## src/rtl/led_shade_pkg.sv

```systemverilog
package led_shade_pkg;

   typedef enum logic {
      CH_RED   = 1'b0,
      CH_GREEN = 1'b1
   } chan_e;

   // Flat word number of one plane byte: colour, then plane, then line.
   function automatic int word_at(input int chan, input int plane, input int line,
                                  input int planes, input int lines);
      return (chan * planes + plane) * lines + line;
   endfunction

endpackage

```

## src/rtl/led_scan_timer.sv

```systemverilog
module led_scan_timer #(
   parameter int LINES  = 8,
   parameter int PLANES = 4,
   parameter int DWELL  = 4,
   localparam int LW = $clog2(LINES),
   localparam int PW = $clog2(PLANES)
) (
   input  logic          clk,
   input  logic          rst_n,
   output logic [LW-1:0] line_idx,
   output logic [PW-1:0] plane_idx,
   output logic          slot_start,
   output logic          period_end
);
   localparam int DW = $clog2(DWELL);
   localparam logic [DW-1:0] DWELL_LAST = DW'(DWELL - 1);
   localparam logic [LW-1:0] LINE_LAST  = LW'(LINES - 1);
   localparam logic [PW-1:0] PLANE_LAST = PW'(PLANES - 1);

   logic [DW-1:0] dwell_q;
   logic [LW-1:0] line_q;
   logic [PW-1:0] plane_q;
   logic dwell_last, line_last, plane_last;

   assign dwell_last = (dwell_q == DWELL_LAST);
   assign line_last  = (line_q == LINE_LAST);
   assign plane_last = (plane_q == PLANE_LAST);

   always_ff @(posedge clk or negedge rst_n) begin
      if (!rst_n) begin
         dwell_q <= '0;
         line_q  <= '0;
         plane_q <= '0;
      end else if (dwell_last) begin
         dwell_q <= '0;
         if (line_last) begin
            line_q  <= '0;
            plane_q <= plane_last ? '0 : plane_q + 1'b1;
         end else begin
            line_q <= line_q + 1'b1;
         end
      end else begin
         dwell_q <= dwell_q + 1'b1;
      end
   end

   assign line_idx   = line_q;
   assign plane_idx  = plane_q;
   assign slot_start = (dwell_q == '0);
   assign period_end = dwell_last && line_last && plane_last;

   AST_LINE_AFTER_DWELL: assert property (@(posedge clk) disable iff (!rst_n)
      (line_q != $past(line_q)) |-> ($past(dwell_q) == DWELL_LAST));

   AST_PLANE_AFTER_LINES: assert property (@(posedge clk) disable iff (!rst_n)
      (plane_q != $past(plane_q)) |-> ($past(line_q) == LINE_LAST && line_q == '0));

endmodule

```

## src/rtl/led_plane_store.sv

```systemverilog
module led_plane_store #(
   parameter int LINES  = 8,
   parameter int PLANES = 4,
   parameter int DATA_W = 8,
   localparam int LW = $clog2(LINES),
   localparam int PW = $clog2(PLANES)
) (
   input  logic              clk,
   input  logic              rst_n,
   input  logic              wr_en,
   input  logic              wr_chan,
   input  logic [PW-1:0]     wr_plane,
   input  logic [LW-1:0]     wr_line,
   input  logic [DATA_W-1:0] wr_data,
   input  logic              swap,
   input  logic [PW-1:0]     rd_plane,
   input  logic [LW-1:0]     rd_line,
   output logic [DATA_W-1:0] rd_red,
   output logic [DATA_W-1:0] rd_green
);
   import led_shade_pkg::*;

   localparam int WORDS = 2 * PLANES * LINES;
   localparam int IW    = $clog2(WORDS);

   logic [WORDS-1:0][DATA_W-1:0] shadow_q;
   logic [WORDS-1:0][DATA_W-1:0] disp_q;
   logic [IW-1:0] wr_word, rd_word_r, rd_word_g;

   assign wr_word   = IW'(word_at(int'(wr_chan), int'(wr_plane), int'(wr_line), PLANES, LINES));
   assign rd_word_r = IW'(word_at(int'(CH_RED), int'(rd_plane), int'(rd_line), PLANES, LINES));
   assign rd_word_g = IW'(word_at(int'(CH_GREEN), int'(rd_plane), int'(rd_line), PLANES, LINES));

   always_ff @(posedge clk or negedge rst_n) begin
      if (!rst_n) begin
         shadow_q <= '0;
      end else if (wr_en) begin
         shadow_q[wr_word] <= wr_data;
      end
   end

   // A write in the swap clock reaches the display one period later.
   always_ff @(posedge clk or negedge rst_n) begin
      if (!rst_n) begin
         disp_q <= '0;
      end else if (swap) begin
         disp_q <= shadow_q;
      end
   end

   assign rd_red   = disp_q[rd_word_r];
   assign rd_green = disp_q[rd_word_g];

   AST_DISPLAY_FROZEN: assert property (@(posedge clk) disable iff (!rst_n)
      !$past(swap) |-> $stable(disp_q));

endmodule

```

## src/rtl/led_shade_scanner.sv

```systemverilog
module led_shade_scanner #(
   parameter int LINES            = 8,
   parameter int COLS             = 8,
   parameter int PLANES_PER_COLOR = 4,
   parameter int DWELL_CLKS       = 4,
   localparam int LINE_W  = $clog2(LINES),
   localparam int PLANE_W = $clog2(PLANES_PER_COLOR)
) (
   input  logic               clk,
   input  logic               rst_n,
   input  logic               wr_en,
   input  logic               wr_green,
   input  logic [PLANE_W-1:0] wr_plane,
   input  logic [LINE_W-1:0]  wr_line,
   input  logic [COLS-1:0]    wr_data,
   output logic [LINES-1:0]   com_sel,
   output logic [COLS-1:0]    red_row,
   output logic [COLS-1:0]    green_row
);
   if (!(PLANES_PER_COLOR == 2 || PLANES_PER_COLOR == 4)) begin : g_bad_planes
      $error("PLANES_PER_COLOR must be 2 or 4");
   end
   if (DWELL_CLKS < 2) begin : g_bad_dwell
      $error("DWELL_CLKS must leave at least one lit clock after the blank");
   end
   if (LINES < 2 || (LINES & (LINES - 1)) != 0) begin : g_bad_lines
      $error("LINES must be a power of two of at least 2");
   end

   logic [LINE_W-1:0]  line_idx;
   logic [PLANE_W-1:0] plane_idx;
   logic               slot_start, period_end;
   logic [COLS-1:0]    rd_red, rd_green;
   logic [LINES-1:0]   line_hot;
   logic [LINES-1:0]   sel_q;
   logic [COLS-1:0]    red_q, green_q;

   led_scan_timer #(.LINES(LINES), .PLANES(PLANES_PER_COLOR), .DWELL(DWELL_CLKS)) u_timer (
      .clk        (clk),
      .rst_n      (rst_n),
      .line_idx   (line_idx),
      .plane_idx  (plane_idx),
      .slot_start (slot_start),
      .period_end (period_end)
   );

   led_plane_store #(.LINES(LINES), .PLANES(PLANES_PER_COLOR), .DATA_W(COLS)) u_store (
      .clk      (clk),
      .rst_n    (rst_n),
      .wr_en    (wr_en),
      .wr_chan  (wr_green),
      .wr_plane (wr_plane),
      .wr_line  (wr_line),
      .wr_data  (wr_data),
      .swap     (period_end),
      .rd_plane (plane_idx),
      .rd_line  (line_idx),
      .rd_red   (rd_red),
      .rd_green (rd_green)
   );

   for (genvar i = 0; i < LINES; i++) begin : g_line_dec
      assign line_hot[i] = (line_idx == LINE_W'(i));
   end

   // Row bytes are latched in the blank clock that opens each slot.
   always_ff @(posedge clk or negedge rst_n) begin
      if (!rst_n) begin
         sel_q   <= '0;
         red_q   <= '0;
         green_q <= '0;
      end else begin
         sel_q   <= slot_start ? '0 : line_hot;
         red_q   <= rd_red;
         green_q <= rd_green;
      end
   end

   assign com_sel   = sel_q;
   assign red_row   = red_q;
   assign green_row = green_q;

   AST_ONE_LINE: assert property (@(posedge clk) disable iff (!rst_n)
      $onehot0(sel_q));

   AST_BLANK_BETWEEN: assert property (@(posedge clk) disable iff (!rst_n)
      (sel_q != '0 && $past(sel_q) != '0) |-> (sel_q == $past(sel_q)));

   AST_ROW_HOLD: assert property (@(posedge clk) disable iff (!rst_n)
      (sel_q != '0 && $past(sel_q) != '0) |-> ($stable(red_q) && $stable(green_q)));

endmodule

```

## config.mk

```make
export PLATFORM = sky130hd
export DESIGN_NAME = led_shade_scanner
export DESIGN_NICKNAME = d
export VERILOG_FILES = /design/src/rtl/led_shade_pkg.sv /design/src/rtl/led_scan_timer.sv /design/src/rtl/led_plane_store.sv /design/src/rtl/led_shade_scanner.sv
export SDC_FILE = /design/constraint.sdc
export NUM_CORES = 1
export LEC_CHECK = 0
export ABC_CLOCK_PERIOD_IN_PS = 3800
export BUFFER_PORTS_ARGS = -buffer_cell sky130_fd_sc_hd__buf_4
export CORE_MARGIN = 3
export CORE_UTILIZATION = 59
export DETAILED_ROUTE_END_ITERATION = 16
export HOLD_SLACK_MARGIN = 0.06
export PLACE_DENSITY = 0.82
export SYNTH_ARGS = -nofsm -noshare
export SYNTH_HDL_FRONTEND = slang
export SYNTH_SLANG_ARGS = --single-unit
```

## constraint.sdc

```tcl
create_clock -name clk -period 3.8 [get_ports clk]
set_input_delay 0.38 -clock clk [delete_from_list [all_inputs] [get_ports clk]]
set_output_delay 0.38 -clock clk [all_outputs]
set_load 0.02 [all_outputs]
```

* After elaboration in Yosys (flattened, before gate mapping)
Index checks and enable logic that the tools add are counted.
Storage, ports and cells: bits in registers 1055, input port bits 17, output and inout port bits 24, word-level logic and storage cells 172
Cells by class: add/subtract/negate cells 8, magnitude comparators 4, equal/unequal tests 9, muxes and demuxes 11, reductions and logical operators 6
Operators with widths (number):
- $bwmux W512 | 1
- $bmux W8 S6 | 2
- $demux W8 S6 | 1
- $mux W8 | 4
- $lt A6 B7 Y1 const B | 3
- $add A6 B4 Y6 | 2
- $eq A3 B3 Y1 const B | 4
- $add A5 B3 Y6 | 1
- $eq A3 B2 Y1 const B | 2
- $ge A6 B1 Y1 const B | 1
- $add A2 B1 Y2 const B | 2
- $eq A2 B2 Y1 const B | 2
- $mux W2 | 2
- $add A3 B1 Y3 const B | 1
- $add A3 B2 Y3 | 1
- $add A3 B2 Y3 const A | 1
- $eq A3 B1 Y1 const B | 1
- $logic_and A1 B1 Y1 | 3
- $logic_not A3 Y1 | 1
- $mux W3 | 1
- $logic_not A2 Y1 | 1
- $reduce_and A2 Y1 | 1

* Longest topological paths before layout
word-level depth 7, depth in mapped cells 8, gate-level depth less buffers 5

* Modules after synthesis
From an unflattened synthesis, not the netlist that was laid out.
Second synthesis, totals: cells, all modules 2904, area, all modules 44077.3 um^2
Modules (own cells, without submodules):
- led_plane_store | instances 1, cells each 2846, area an instance 43065.1 um^2, sequential area each 25624.6 um^2
- led_shade_scanner | instances 1, cells each 32, area an instance 680.7 um^2, sequential area each 600.6 um^2
- led_scan_timer | instances 1, cells each 26, area an instance 331.6 um^2, sequential area each 175.2 um^2

* Least setup slack after synthesis
Ideal clock, no wire load.
kind register -> register, from register u_timer.line_q[0], in the netlist u_timer.line_idx[0], to register u_store.disp_q[390] in the netlist's numbering, setup time 125 ps, arrival 1885 ps, data required time 3675 ps, setup slack 1790 ps, stages on the path, launching flop included 7, buffers on the path 2, clock period less this slack 2010 ps, path through dfrtp_1 -> ha_1 -> ha_1 -> nand3_1 -> clkbuf_1 -> buf_2 -> mux2_2
Between the ends: word-level cells in the longest chain between the ends 3
Ends and longest elaborated chain:
- from (decl) | line led_scan_timer.sv:21 | logic [LW-1:0] line_q;
- from (signal assigned) | line led_scan_timer.sv:40 | line_q <= line_q + 1'b1;
- $eq A3 B3 Y1 | line led_scan_timer.sv:26 | assign line_last = (line_q == LINE_LAST);
- $logic_and A1 B1 Y1 (2 in series) | line led_scan_timer.sv:50 | assign period_end = dwell_last && line_last && plane_last;
- to (signal assigned) | line led_plane_store.sv:47 | disp_q <= shadow_q;
- to (decl) | line led_plane_store.sv:27 | logic [WORDS-1:0][DATA_W-1:0] disp_q;
Every way passes these cells. A chain may end at the register's enable or synchronous reset.

* Final worst setup path
from register u_timer.line_q[1], in the netlist u_timer.line_idx[1], to register u_store.disp_q[276] in the netlist's numbering
The elaborated chain is that of the path after synthesis.

==> Implementation_results.wiki <==
{| class="wikitable"
! Metric !! Value
|-
| Outcome || complete, no violations
|-
| Final wirelength || 99700 um
|-
| Max transition margin || around 27%
|-
| Synth Area in XOR/XNOR || 0%
|-
| Wire length of the first global-routing pass || ~160000 um
|-
| Post-layout power || 23.8 mW
|-
| Dominant cell type by count on the critical path || ha_1
|-
| Quantity of I/O buffers inserted on ports || 40
|-
| DRC violation total after the first TritonRoute iteration || 1813
|-
| Grt total ovfl || 0
|-
| Largest family of logic cells by synthesized area || multiplexers
|-
| Cell taking the most area after synthesis || dfrtp_1
|-
| Share of synthesized area spent on multiplexers || 32.2%
|-
| Async set-reset flop share out of synthesis || between 90% and 100%
|-
| Highest ir drop seen on vdd || between 0.2 and 0.3 mV
|-
| Critical Path RT || between 4 and 5 ns
|-
| Number of diodes || 0
|-
| Main area contributors after synthesis || dfrtp_1 (60%), mux2_2 (26%), mux2i_1 (5.9%)
|-
| Clock insertion delay at the later pin of the skew report || 0.66 ns
|-
| Cell types with the highest counts after synthesis || dfrtp_1 (1055), mux2_2 (1014), mux2i_1 (257), buf_2 (91), clkbuf_1 (82)
|-
| Setup-violating endpoint count in the final report || 0
|-
| Met3 capacity usage during global routing || 3.79%
|-
| GRT Util Overall || between 20% and 30%
|-
| Summed area of non-filler cells in the final layout || roughly 50000 um^2
|-
| Number of nets produced by synthesis || between 2000 and 3000
|-
| Setup skew after layout || 0.0160 ns
|-
| Total number of H-tree levels || 3
|-
| Critical path buffer and inverter count || 1
|-
| Transition at the pin with the smallest max-transition slack || between 1 and 1.5 ns
|-
| Final-layout worst hold slack || approximately 0.29 ns
|-
| Clk sink count || around 1100
|-
| Fraction of final layout cells with drive strength greater than 1 || about 44%
|-
| Post-route DRC violation count || 0
|-
| Number of max-cap violations || 0
|-
| RD Place Congestion || 0.794
|-
| Synthesized area divided by synthesized cell count || between 15 and 20 um^2
|-
| Kind of critical path || register to register
|-
| Compound-gate portion of the synthesized area || 2.38%
|-
| Die width || about 280 um
|-
| Count of state elements after synthesis || ~1100
|-
| Unrepaired setup endpoints after global routing || false
|-
| Worst Setup End Kind || register
|-
| Count leader, synth || dfrtp_1
|-
| EDFF count, synth || 0
|-
| Startpoint type of the worst setup path || register
|-
| Post-detail-place hpwl || approximately 60000 um
|-
| Data arrival time at the worst-slack endpoint || roughly 3.2 ns
|-
| Dominant register cell in the synthesized netlist || dfrtp_1
|-
| CTS Buf Count || 103
|-
| Highest clock frequency the design can meet || around 370 MHz
|-
| Clock Tree Buf Depth || 3
|-
| Static Leakage || 23.5 nW
|-
| Clock tree root buffer cell || clkbuf_16
|-
| Count of nets left with antenna violations after detail routing || 0
|-
| CTS tree || done
|-
| Critical-path maximum fanout || 38
|-
| Fraction of met2 tracks used by global routing || 43.3%
|-
| Critical-path cell list || ha_1 -> ha_1 -> nand3_4 -> buf_4 -> mux2_2
|-
| Via count of the first global-routing pass || 27111
|-
| FILL cells || 4773
|-
| Maximum number of pins on one net before global-route repair || between 100 and 150
|-
| Effective utilization at floorplan || 59.8%
|-
| Power density relative to cell area || 488 nW/um^2
|-
| Area delta synth->final || 11.2%
|-
| Reg-to-reg startpoint || u_timer.line_idx[1]
|-
| Final worst path period share || 71.4%
|-
| Post-Synth Adder-Cell Area || less than 1%
|-
| Vias || about 25000
|-
| Antenna violations before repair || 0
|-
| Final Hold Fails || 0
|-
| Number of standard-cell rows in the floorplan || 99
|-
| Final worst path period need || ~2.7 ns
|-
| Post-CTS setup buffer count || 0
|-
| Post-synth cell types || 39
|-
| Worst Hold Class || input port to asynchronous set/reset pin
|-
| Delay of the slowest cell on the worst path || 0.60 ns
|-
| Largest delay contributor family on the critical path || flip-flops
|-
| Number of optimization iterations in the first detailed-route pass || 5
|-
| Height of the die || approximately 280 um
|-
| Final TNS setup || 0 ns
|-
| Core Footprint || approximately 73000 um^2
|-
| Util after Layout || around two thirds
|-
| Portion of the post-synthesis area used by sequential elements || between 60 and 70%
|-
| Cell count after synthesis || just under 3000
|-
| # IOs || 41
|-
| GR Util met1 || approximately 36%
|-
| Net total in the final layout || 2950
|-
| Portion of synthesized cell area occupied by the leading cell type || about three fifths
|-
| Crit. Startpoint || u_timer.line_idx[1]
|-
| Cell area after synthesis || 43800 um^2
|-
| Avg WL per Cell || ~25 um
|-
| Routed via count divided by cell count || 6.23
|-
| Critical Path Slowest Stage Cell || dfrtp_4
|-
| Clock Pin Slew Worst Setup and Hold Paths || 0.06 ns
|-
| Final Max Slew Viols || 0
|-
| GRT busiest layer || met2
|-
| Synthesis warning total || 0
|-
| Overall die area || 77500 um^2
|-
| Placed Instance Area || 45200 um^2
|-
| Fraction of the mapped netlist area in simple logic gates || under 10%
|}
==> repair_timing <==
item	in CTS	in global routing
hold buffers	1	0
endpoints found under the hold margin	49	0
resized for setup	0	0
==> routing by layer <==
metal	wire [um]	part of all wire, %	vias to the layer above
li1	-	-	10470
met1	43200	43	13438
met2	49300	49	610
met3	4600	4.6	169
met4	2590	2.6	0
met5	0	0	-
==> layout by cell type (no fill, tap or decap), drive strengths merged, types with 4 or more instances in the layout <==
cell	instances
a21oi	32
a22o	32
a22oi	64
a31oi	16
and2	8
buf	103
bufinv	5
clkbuf	160
clkinv	15
dfrtp	1055
ha	9
inv	9
mux2	1025
mux2i	257
nand2	67
nand2b	5
nand3	36
nand4	17
nor2	43
nor2b	4
nor3	22
or2	4
==> path summary, 6_finish.rpt <==
| kind | endpoint | cells after the start | slack, ns |
|---|---|---|---|
| min | u_store.disp_q[267] | 2 | 0.29 |
| min reg2reg | u_timer.dwell_q[0] | 1 | 0.46 |
| min in group clk | u_store.shadow_q[459] | 3 | 0.29 |
| max in group asynchronous | com_sel[5] | 4 | 2.32 |
| max | u_store.disp_q[276] | 5 | 1.09 |
| max reg2reg | u_store.disp_q[276] | 5 | 1.09 |
==> cell families (layout without fill, tap and decap cells) <==
| group | count (synthesis) | count (layout) |
|---|---|---|
| fa+ha+maj | 9 | 9 |
| buf+inv | 199 | 295 |
| compound gates | 147 | 147 |
| flops | 1055 | 1055 |
| simple gates | 216 | 216 |
| mux | 1282 | 1282 |
==> state kept, by name, summed over array words and instances, names as in the netlist <==
signal / count
u_store.disp_q: 512
u_store.shadow_q: 512
com_sel: 8
green_row: 8
red_row: 8
u_timer.line_idx: 3
u_timer.dwell_q: 2
u_timer.plane_idx: 2
==> through the flow <==
step	std cells	worst slack (ns)
global route	3963	1.01
CTS	3963	1.11
global placement	3777	1.21
floorplan	2908	1.79
finish	3963	1.09
detailed placement	3777	1.14
==> where the power goes <==
part | internal [mW] | switching (mW) | leakage [nW]
Combinational | 0.586 | 0.601 | 7.43
Clock | 6.06 | 4.19 | 1.70
Sequential | 12.0 | 0.377 | 14.4
Total | 18.6 | 5.17 | 23.5
==> area by class of cell <==
class                           instances  area (um^2)  share of cell area (%)
Multi-Input combinational cell       1654        16500                    33.9
Clock buffer                          160         3180                    6.52
Tap cell                              959         1200                    2.46
Timing Repair Buffer                  104         1090                    2.24
Inverter                                6         22.5                  0.0463
Sequential cell                      1055        26400                    54.2
Clock inverter                         25          267                   0.547
Power figures use the tool's default switching activity.
